**src/rtl/fmac_pkg.sv**
```systemverilog
package fmac_pkg;

  typedef enum logic [2:0] {
    ALU_ADD,
    ALU_SUB,
    ALU_ASL,
    ALU_ASR,
    ALU_LSR,
    ALU_TGL,
    ALU_LIM
  } aluOp_e;

  typedef struct packed {
    logic   ldX;
    logic   ldY;
    logic   accumP;
    logic   wrAcc;
    aluOp_e alu;
  } strobe_t;

  localparam logic [3:0] OP_NOP  = 4'd0;
  localparam logic [3:0] OP_LDX  = 4'd1;
  localparam logic [3:0] OP_LDY  = 4'd2;
  localparam logic [3:0] OP_MAC  = 4'd3;
  localparam logic [3:0] OP_LDXY = 4'd4;
  localparam logic [3:0] OP_ADD  = 4'd5;
  localparam logic [3:0] OP_SUB  = 4'd6;
  localparam logic [3:0] OP_ASL  = 4'd7;
  localparam logic [3:0] OP_ASR  = 4'd8;
  localparam logic [3:0] OP_LSR  = 4'd9;
  localparam logic [3:0] OP_TGL  = 4'd10;
  localparam logic [3:0] OP_LIM  = 4'd11;

endpackage

```
**src/rtl/fmac_ctrl.sv**
```systemverilog
module fmac_ctrl
  import fmac_pkg::*;
(
  input  logic       opValid,
  input  logic [3:0] opCode,
  output strobe_t    strobes
);

  always_comb begin
    strobes = '{ldX: 1'b0, ldY: 1'b0, accumP: 1'b0, wrAcc: 1'b0, alu: ALU_ADD};
    if (opValid) begin
      unique case (opCode)
        OP_LDX:  strobes.ldX = 1'b1;
        OP_LDY:  strobes.ldY = 1'b1;
        OP_MAC: begin
          strobes.ldX    = 1'b1;
          strobes.ldY    = 1'b1;
          strobes.accumP = 1'b1;
        end
        OP_LDXY: begin
          strobes.ldX = 1'b1;
          strobes.ldY = 1'b1;
        end
        OP_ADD: begin strobes.wrAcc = 1'b1; strobes.alu = ALU_ADD; end
        OP_SUB: begin strobes.wrAcc = 1'b1; strobes.alu = ALU_SUB; end
        OP_ASL: begin strobes.wrAcc = 1'b1; strobes.alu = ALU_ASL; end
        OP_ASR: begin strobes.wrAcc = 1'b1; strobes.alu = ALU_ASR; end
        OP_LSR: begin strobes.wrAcc = 1'b1; strobes.alu = ALU_LSR; end
        OP_TGL: begin strobes.wrAcc = 1'b1; strobes.alu = ALU_TGL; end
        OP_LIM: begin strobes.wrAcc = 1'b1; strobes.alu = ALU_LIM; end
        default: ;
      endcase
    end
  end

endmodule

```
**src/rtl/fmac_dp.sv**
```systemverilog
module fmac_dp
  import fmac_pkg::*;
#(
  parameter int DW = 16,
  parameter int GW = 8
) (
  input  logic          clk,
  input  logic          rstN,
  input  strobe_t       strobes,
  input  logic          srcSel,
  input  logic [5:0]    shAmt,
  input  logic [DW-1:0] xIn,
  input  logic [DW-1:0] yIn,
  output logic [2*DW+GW-1:0] accOut,
  output logic [2*DW-1:0]    prodOut,
  output logic          ovfOut
);

  localparam int PW = 2 * DW;
  localparam int AW = PW + GW;
  localparam logic [DW-1:0] MINV = {1'b1, {(DW-1){1'b0}}};
  localparam logic [PW-1:0] PMAX = {1'b0, {(PW-1){1'b1}}};
  localparam logic [AW-1:0] APOS = {{(GW+1){1'b0}}, {(PW-1){1'b1}}};
  localparam logic [AW-1:0] ANEG = {{(GW+1){1'b1}}, {(PW-1){1'b0}}};

  logic [DW-1:0] xReg, yReg, xNext, yNext;
  logic [PW-1:0] prodReg, mulRes, prodNext;
  logic [AW-1:0] accReg, aluSrc, aluRes;
  logic          ovfReg, accInRange;
  logic signed [PW-1:0] rawMul;

  // Operand selection: a load takes the input, otherwise the held value.
  assign xNext  = strobes.ldX ? xIn : xReg;
  assign yNext  = strobes.ldY ? yIn : yReg;
  assign rawMul = $signed(xNext) * $signed(yNext);

  always_comb begin
    if (xNext == MINV && yNext == MINV) mulRes = PMAX;
    else                                mulRes = PW'(rawMul <<< 1);
    prodNext = strobes.accumP ? (prodReg + mulRes) : mulRes;
  end

  // ALU source and result.
  assign aluSrc     = srcSel ? {{GW{prodReg[PW-1]}}, prodReg} : accReg;
  assign accInRange = (&accReg[AW-1:PW-1]) | ~(|accReg[AW-1:PW-1]);

  always_comb begin
    unique case (strobes.alu)
      ALU_ADD: aluRes = accReg + aluSrc;
      ALU_SUB: aluRes = accReg - aluSrc;
      ALU_ASL: aluRes = aluSrc << shAmt;
      ALU_ASR: aluRes = AW'($signed(aluSrc) >>> shAmt);
      ALU_LSR: aluRes = aluSrc >> shAmt;
      ALU_TGL: aluRes = accReg ^ (AW'(1) << shAmt);
      ALU_LIM: aluRes = accInRange ? accReg : (accReg[AW-1] ? ANEG : APOS);
      default: aluRes = accReg;
    endcase
  end

  always_ff @(posedge clk) begin
    if (!rstN) begin
      xReg    <= '0;
      yReg    <= '0;
      prodReg <= '0;
      accReg  <= '0;
      ovfReg  <= 1'b0;
    end else begin
      if (strobes.ldX) xReg <= xIn;
      if (strobes.ldY) yReg <= yIn;
      if (strobes.ldX || strobes.ldY) prodReg <= prodNext;
      if (strobes.wrAcc) begin
        accReg <= aluRes;
        if (strobes.alu == ALU_LIM && !accInRange) ovfReg <= 1'b1;
      end
    end
  end

  assign accOut  = accReg;
  assign prodOut = prodReg;
  assign ovfOut  = ovfReg;

  // with no strobe active, the accumulator and the product hold.
  assert_idle_hold_R10: assert property (@(posedge clk) disable iff (!rstN)
    (!strobes.ldX && !strobes.ldY && !strobes.wrAcc) |=>
      ($stable(accReg) && $stable(prodReg)));

  // an operand load never touches the accumulator.
  assert_load_keeps_acc_R10: assert property (@(posedge clk) disable iff (!rstN)
    ((strobes.ldX || strobes.ldY) && !strobes.wrAcc) |=> $stable(accReg));

  // a bit toggle inside the word changes exactly one bit.
  assert_toggle_one_bit_R8: assert property (@(posedge clk) disable iff (!rstN)
    (strobes.wrAcc && strobes.alu == ALU_TGL && shAmt < 6'(AW)) |=>
      ($countones(accReg ^ $past(accReg)) == 1));

  // after a clamp the guard bits agree with bit 31.
  assert_limit_in_range_R9: assert property (@(posedge clk) disable iff (!rstN)
    (strobes.wrAcc && strobes.alu == ALU_LIM) |=>
      ((&accReg[AW-1:PW-1]) || !(|accReg[AW-1:PW-1])));

  // the overflow flag never drops while out of reset.
  assert_sticky_flag_R9: assert property (@(posedge clk) disable iff (!rstN)
    !$fell(ovfReg));

  // the minus-one squared case lands on the positive rail.
  assert_minus_one_sq_R3: assert property (@(posedge clk) disable iff (!rstN)
    (strobes.ldX && strobes.ldY && !strobes.accumP && xIn == MINV && yIn == MINV)
      |=> (prodReg == PMAX));

endmodule

```
**src/rtl/fmac_unit.sv**
```systemverilog
module fmac_unit
  import fmac_pkg::*;
#(
  parameter int DW = 16,
  parameter int GW = 8
) (
  input  logic          clk,
  input  logic          rstN,
  input  logic          opValid,
  input  logic [3:0]    opCode,
  input  logic          srcSel,
  input  logic [5:0]    shAmt,
  input  logic [DW-1:0] xIn,
  input  logic [DW-1:0] yIn,
  output logic [GW-1:0] accExt,
  output logic [DW-1:0] accHi,
  output logic [DW-1:0] accLo,
  output logic [DW-1:0] prodHi,
  output logic [DW-1:0] prodLo,
  output logic          ovfFlag
);

  localparam int PW = 2 * DW;
  localparam int AW = PW + GW;

  strobe_t       strobes;
  logic [AW-1:0] accBus;
  logic [PW-1:0] prodBus;

  fmac_ctrl u_ctrl (
    .opValid (opValid),
    .opCode  (opCode),
    .strobes (strobes)
  );

  fmac_dp #(.DW(DW), .GW(GW)) u_dp (
    .clk     (clk),
    .rstN    (rstN),
    .strobes (strobes),
    .srcSel  (srcSel),
    .shAmt   (shAmt),
    .xIn     (xIn),
    .yIn     (yIn),
    .accOut  (accBus),
    .prodOut (prodBus),
    .ovfOut  (ovfFlag)
  );

  assign accExt = accBus[AW-1:PW];
  assign accHi  = accBus[PW-1:DW];
  assign accLo  = accBus[DW-1:0];
  assign prodHi = prodBus[PW-1:DW];
  assign prodLo = prodBus[DW-1:0];

endmodule

```
**config.mk**
```make
export PLATFORM = sky130hd
export DESIGN_NAME = fmac_unit
export DESIGN_NICKNAME = d
export VERILOG_FILES = /design/src/rtl/fmac_pkg.sv /design/src/rtl/fmac_ctrl.sv /design/src/rtl/fmac_dp.sv /design/src/rtl/fmac_unit.sv
export SDC_FILE = /design/constraint.sdc
export NUM_CORES = 2
export LEC_CHECK = 0
export BUFFER_PORTS_ARGS = -buffer_cell sky130_fd_sc_hd__buf_2
export CAP_MARGIN = 25
export CORE_MARGIN = 3
export CORE_UTILIZATION = 32
export CTS_CLUSTER_SIZE = 20
export DETAILED_ROUTE_END_ITERATION = 16
export PLACE_DENSITY_LB_ADDON = 0.15
export SYNTH_ARGS = -nofsm -noshare
export SYNTH_HDL_FRONTEND = slang
export SYNTH_SLANG_ARGS = --single-unit
export TNS_END_PERCENT = 10
```
**constraint.sdc**
```tcl
create_clock -name clk -period 9.8 [get_ports clk]
set_clock_uncertainty 0.05 [all_clocks]
set_input_delay 0.98 -clock clk [delete_from_list [all_inputs] [get_ports clk]]
set_output_delay 0.98 -clock clk [all_outputs]
set_load 0.05 [all_outputs]
```
# After elaboration in Yosys (flattened, before gate mapping)
# Index checks and enable logic that the tools add are counted.
# totals
ff_bits,105
in_bits,46
out_inout_bits,73
# op_classes
addsub,3
multipliers,1
n_eq_ne,20
shift,4
muxes,13
bitwise,3
n_reduce_logical,12
# ops
cell,count
one-hot mux 40 bit (7 select lines),1
2-to-1 mux 40 bit,3
2-to-1 mux 32 bit,2
adder 40 bit,1
"<< shifter 1 x 6 -> 40 bit, first input constant",1
<< shifter 40 x 6 -> 40 bit,1
right shift 40 x 6 -> 40 bit,1
>>> shifter 40 x 6 -> 40 bit,1
subtractor 40 bit,1
XOR 40 bit,1
adder 32 bit,1
"equality test 16 bit, second input constant",2
2-to-1 mux 16 bit,2
multiplier 16 x 16 -> 31 bit,1
one-hot mux 4 bit (7 select lines),1
"equality test 4 x 3 -> 1 bit, second input constant",4
"equality test 4 bit, second input constant",4
"equality test 3 bit, second input constant",3
AND reduction 9 bit,1
OR reduction 9 bit,1
"equality test 4 x 2 -> 1 bit, second input constant",2
2-to-1 mux 7 bit,1
nonzero test 7 bit,1
"equality test 3 x 2 -> 1 bit, second input constant",2
13 further kinds,17

# Logic depth before layout (Yosys ltp)
# logic_depth
word_depth,10
ltp_mapped,41

# By module
# Synthesis repeated with hierarchy kept, for this count alone.
# hier_totals
cells_unflattened,3317
area_unflattened_um2,25728.4
# by_module_without_submodules
mod,n_inst,cells_per_inst,area_each_um2,seq_area_each_um2
fmac_dp,1,3296,25588.3,2102.0
fmac_ctrl,1,21,140.1,0.0

# Least setup slack after synthesis
# No wires, ideal clock.
# synth_path
path_kind,input port to flip-flop
startpoint,input opValid
endpoint,"register u_dp.prodReg[31], in the netlist u_dp.prodOut[31]"
setup_ns,0.070
t_arrival_ns,9.610
path_slack_ns,0.070
path_stages,37
cell_sequence,clkbuf_1 > and2b_1 > o21ai_2 > buf_6 > clkbuf_1 > buf_2 > mux2_2 > clkbuf_1 > nand2_1 > fa_1 > fa_1 > fa_1 > fa_1 > inv_1 > fa_1 > inv_1 > fa_1 > inv_1 > ha_1 > a21o_1 > a221o_1 > a21o_1 > a21oi_1 > xor2_1 > nand2_1 > ha_1 > nand2_1 > a2111oi_0 > nand3_1 > a21oi_1 > o31ai_1 > a211oi_1 > o21ai_0 > nand3_1 > nor4b_1 > a211oi_1 > a21oi_1
# synth_via
elab_chain_len,7
elab_cells_between_ends,11
cone_classes,add/sub: 1; mul: 1; eq/ne: 2; mux: 5; reduce/logical: 2
# synth_lines
element,line_no,rtl
"start, declared",fmac_unit.sv:9,"input logic opValid,"
2-to-1 mux 7 bit (*),fmac_ctrl.sv:11,if (opValid) begin
branches (longest 6 deep; another with adder 32 bit),--,
"end signal, assigned",fmac_dp.sv:70,if (strobes.ldX || strobes.ldY) prodReg <= prodNext;
"end, declared",fmac_dp.sv:27,"logic [PW-1:0] prodReg, mulRes, prodNext;"
# Every way passes the cells marked *.
# A chain may end at the register's enable or synchronous reset.

# Final worst setup path
# layout_path
startpoint,input opCode[1]
endpoint,"register u_dp.prodReg[31], in the netlist u_dp.prodOut[31]"
# layout_via
elab_chain_len,10
elab_cells_between_ends,20
cone_classes,add/sub: 1; mul: 1; eq/ne: 6; mux: 8; reduce/logical: 4
# layout_lines
element,line_no,rtl
"start, declared",fmac_unit.sv:10,"input logic [3:0] opCode,"
"equality test 4 x 1 -> 1 bit, or another cell as far along",fmac_ctrl.sv:12,unique case (opCode)
OR reduction 3 bit (no source line),--,
2-to-1 mux 1 bit,fmac_ctrl.sv:12,
2-to-1 mux 7 bit (*),fmac_ctrl.sv:11,
branches (longest 6 deep; another with adder 32 bit),--,
# Marks and branches as above.

==> reports/qor.txt <==
status: completed
vias in the first global route: 23429
worst skew pair latency: 0.42 ns
starting density of the core: 32.44%
EDFF count, synth: 0
Synth Warn #: 0
Worst path max stage delay: 0.57 ns
worst hold slack: 0.5278 ns
Most common cell on crit path: fa_1
total power: 2.220 mW
Root Driver: clkbuf_16
global-route wire length before repair: 158300 microns
Die X: 284.2 microns
dpl cells: 4273
Worst-Margin Slew: 1.205 ns
CP Class: in -> reg
crit path capture: u_dp.prodOut[31]
cts hold-fix bufs: 0
routed len/inst: 24.76 microns
worst r2r src: u_dp.yReg[4]
PnR worst setup slack: 0.6357 ns
CTS tree: yes
Core Rows: 101
fillcell total: 8290
FF-to-FF End: u_dp.prodOut[31]
critical path's top delay family: adder cells
area share of the largest cell type after synthesis: 20.86%
post-synth top area cell: fa_1
hold crit path type: reg -> reg
DIE AREA: 0.08076 sq mm
mapped cell area: 0.02476 sq mm
total track usage: 25.86%
crit path DAT: 9.39 ns
Hold Fails Final Rpt: 0
Most used DFF post-synth: dfxtp_1
Layout area overhead: 10.00%
startpoint types: input port
critical path peak fanout: 22
DRT iter0 DRCs: 2325
number of distinct library cells after synthesis: 96
initial antenna violation count: 1
sequential element share of the synthesized area: 8.488%
Worst Hold Launch: u_dp.yReg[4]
Final Non-Filler Cells: 4290
max cap viols: 0
largest net degree at the start of global routing: 75
maximum VDD drop: 0.00009526 V
CP max-delay cell: fa_1
power density cells: 81.50 mW/mm^2
clock-pin slew on the worst setup and hold paths: 0.10 ns
RSZ-0062 raised after global routing: no
share of cells above drive strength 1: 13.28%
Synth async-reset ratio: 0%
DP HPWL: 85080 microns
Cells after Synth: 3169
Num CTS Buffers: 9
Final ANT Viol Nets: 0
via count: 23917
final WL: 106200 microns
Final period util: 93.51%
worst relative slew slack: 18.95%
Avg Cell Area, Syn: 7.814 sq um
top-level port count: 119
Finished Cell Area: 0.02724 sq mm
reg2reg setup slack: 1.62 ns
Worst setup EP type: flop
Util after Layout: 35.69%
setup tns final: 0 ns
top post-synthesis cells by area: fa_1, dfxtp_1, ha_1
core area: 0.07633 sq mm
start point of the critical path: opCode[1]
Die Ht: 284.2 microns
Tmin final: 9.164 ns
Fmax achieved: 109.1 MHz
DP Area: 0.02690 sq mm
leakage: 12.71 nW
H-tree depth: 3
Slew Limit Fails: 0
DRT Pass-1 Iters: 6
dpl ws: 0.1634 ns
Final setup viols: 0
total grt overflow: 0
R2R depth: 31
Avg Vias per Cell: 5.575
drt drc: 0
gpl congestion: 0.9722
Critical Path RT: 10.02 ns
Worst path depth: 34
TritonCTS Sinks: 105
PortBufs: 118
Max Buffers Root-to-Sink: 2
ant diodes: 0
flops & latches, synth: 105
synthesized net count: 3625
Buffers & Inverters on Critical Path: 5
Final nets: 3711
cell usage after synthesis (9+ instances only):
master	instances
dfxtp_1	105
ha_1	152
a211oi_1	43
nor4_1	11
buf_1	15
and3_1	17
xor2_1	83
o22ai_1	18
nand2_1	395
nand4_1	15
or2_2	20
mux2_2	63
inv_1	309
nor3_1	48
o21a_1	14
nand3_1	40
mux4_2	32
buf_2	20
nor2b_1	20
clkbuf_1	115
nor2_1	384
a21o_1	42
a221oi_1	13
o21ai_0	197
mux2i_1	140
a2111oi_0	10
nand2b_1	23
and4_1	9
buf_4	9
a22oi_1	11
buf_6	9
xnor2_1	90
and2_1	14
fa_1	258
a31oi_1	22
o31ai_1	15
a21oi_1	197
o221ai_1	14
o211ai_1	32
kinds of logic (layout without fill, tap and decap cells):
group | count (synthesis) | in the layout | synth area share [%]
compound gates | 715 | 715 | 18.50
simple gates | 1039 | 1039 | 18.49
mux | 246 | 246 | 12.07
xor+xnor | 173 | 173 | 6.119
flops | 105 | 105 | 8.488
fa+ha+maj | 410 | 410 | 28.54
buf+inv | 481 | 572 | 7.801
cells in the final DEF (no fill, tap or decap), types with 32 or more instances in the layout:
master    synthesis  layout
a211oi_1         43      42
a21o_1           42      42
a21oi_1         197     197
buf_2            20     115
buf_4             9     120
dfxtp_1         105     105
fa_1            258     258
ha_1            152     152
inv_1           309     309
mux2_2           63      63
mux2i_1         140     139
mux4_2           32      32
nand2_1         395     394
nand3_1          40      40
nor2_1          384     384
nor3_1           48      47
o211ai_1         32      32
o21ai_0         197     196
xnor2_1          90      90
xor2_1           83      83
worst min-delay path by stage:
stage	to	slack, ns	cells after the start
global route	u_dp.ovfOut	0.56	2
global placement	u_dp.xReg[5]	0.50	2
finish	u_dp.yReg[4]	0.53	2
CTS	u_dp.yReg[4]	0.50	2
detailed placement	u_dp.yReg[4]	0.48	2
floorplan	u_dp.xReg[3]	0.45	2
routing by layer:
metal  vias to the layer above  track usage, %  share of wire, %
met5                         -               0                 0
met4                         0           8.681               3.6
met3                       174           3.793               7.0
met2                       958           40.03                44
met1                     11749           36.80                46
li1                      11036               -                 -
power by group:
group | switching [mW] | internal [mW] | leakage (nW)
clock network | 0.239 | 0.187 | 0.148
logic | 0.837 | 0.441 | 11.7
registers | 0.0643 | 0.452 | 0.855
worst reg2reg max path, delay by kind of cell (launching register included):
kind | cells | cell delay, ns
flip-flops | 1 | 0.32
multiplexers | 1 | 0.23
buffers and inverters | 5 | 0.43
XOR/XNOR | 1 | 0.31
adder cells (fa/ha/maj) | 8 | 3.69
AO/OA/AOI/OAI | 12 | 2.50
AND/OR/NAND/NOR | 4 | 0.52
flip-flops by register name, indices dropped and copies added (netlist names):
name / cells
u_dp.yReg: 16
u_dp.ovfOut: 1
u_dp.prodOut: 32
u_dp.xReg: 16
u_dp.accOut: 40
layout make-up:
type | instances | area, sq um | area share, %
Clock buffer | 10 | 239.0 | 0.8773
Sequential cell | 105 | 2102 | 7.716
Inverter | 313 | 1175 | 4.313
Multi-Input combinational cell | 2583 | 20760 | 76.20
Clock inverter | 6 | 58.81 | 0.2159
Timing Repair Buffer | 243 | 1619 | 5.943
Tap cell | 1030 | 1289 | 4.731
what timing repair did:
action | in CTS | in global routing
endpoints found under the setup margin | 0 | 6
buffers inserted | 0 | 0
gates resized for setup | 0 | 4
(Power assumes the default switching activity.)
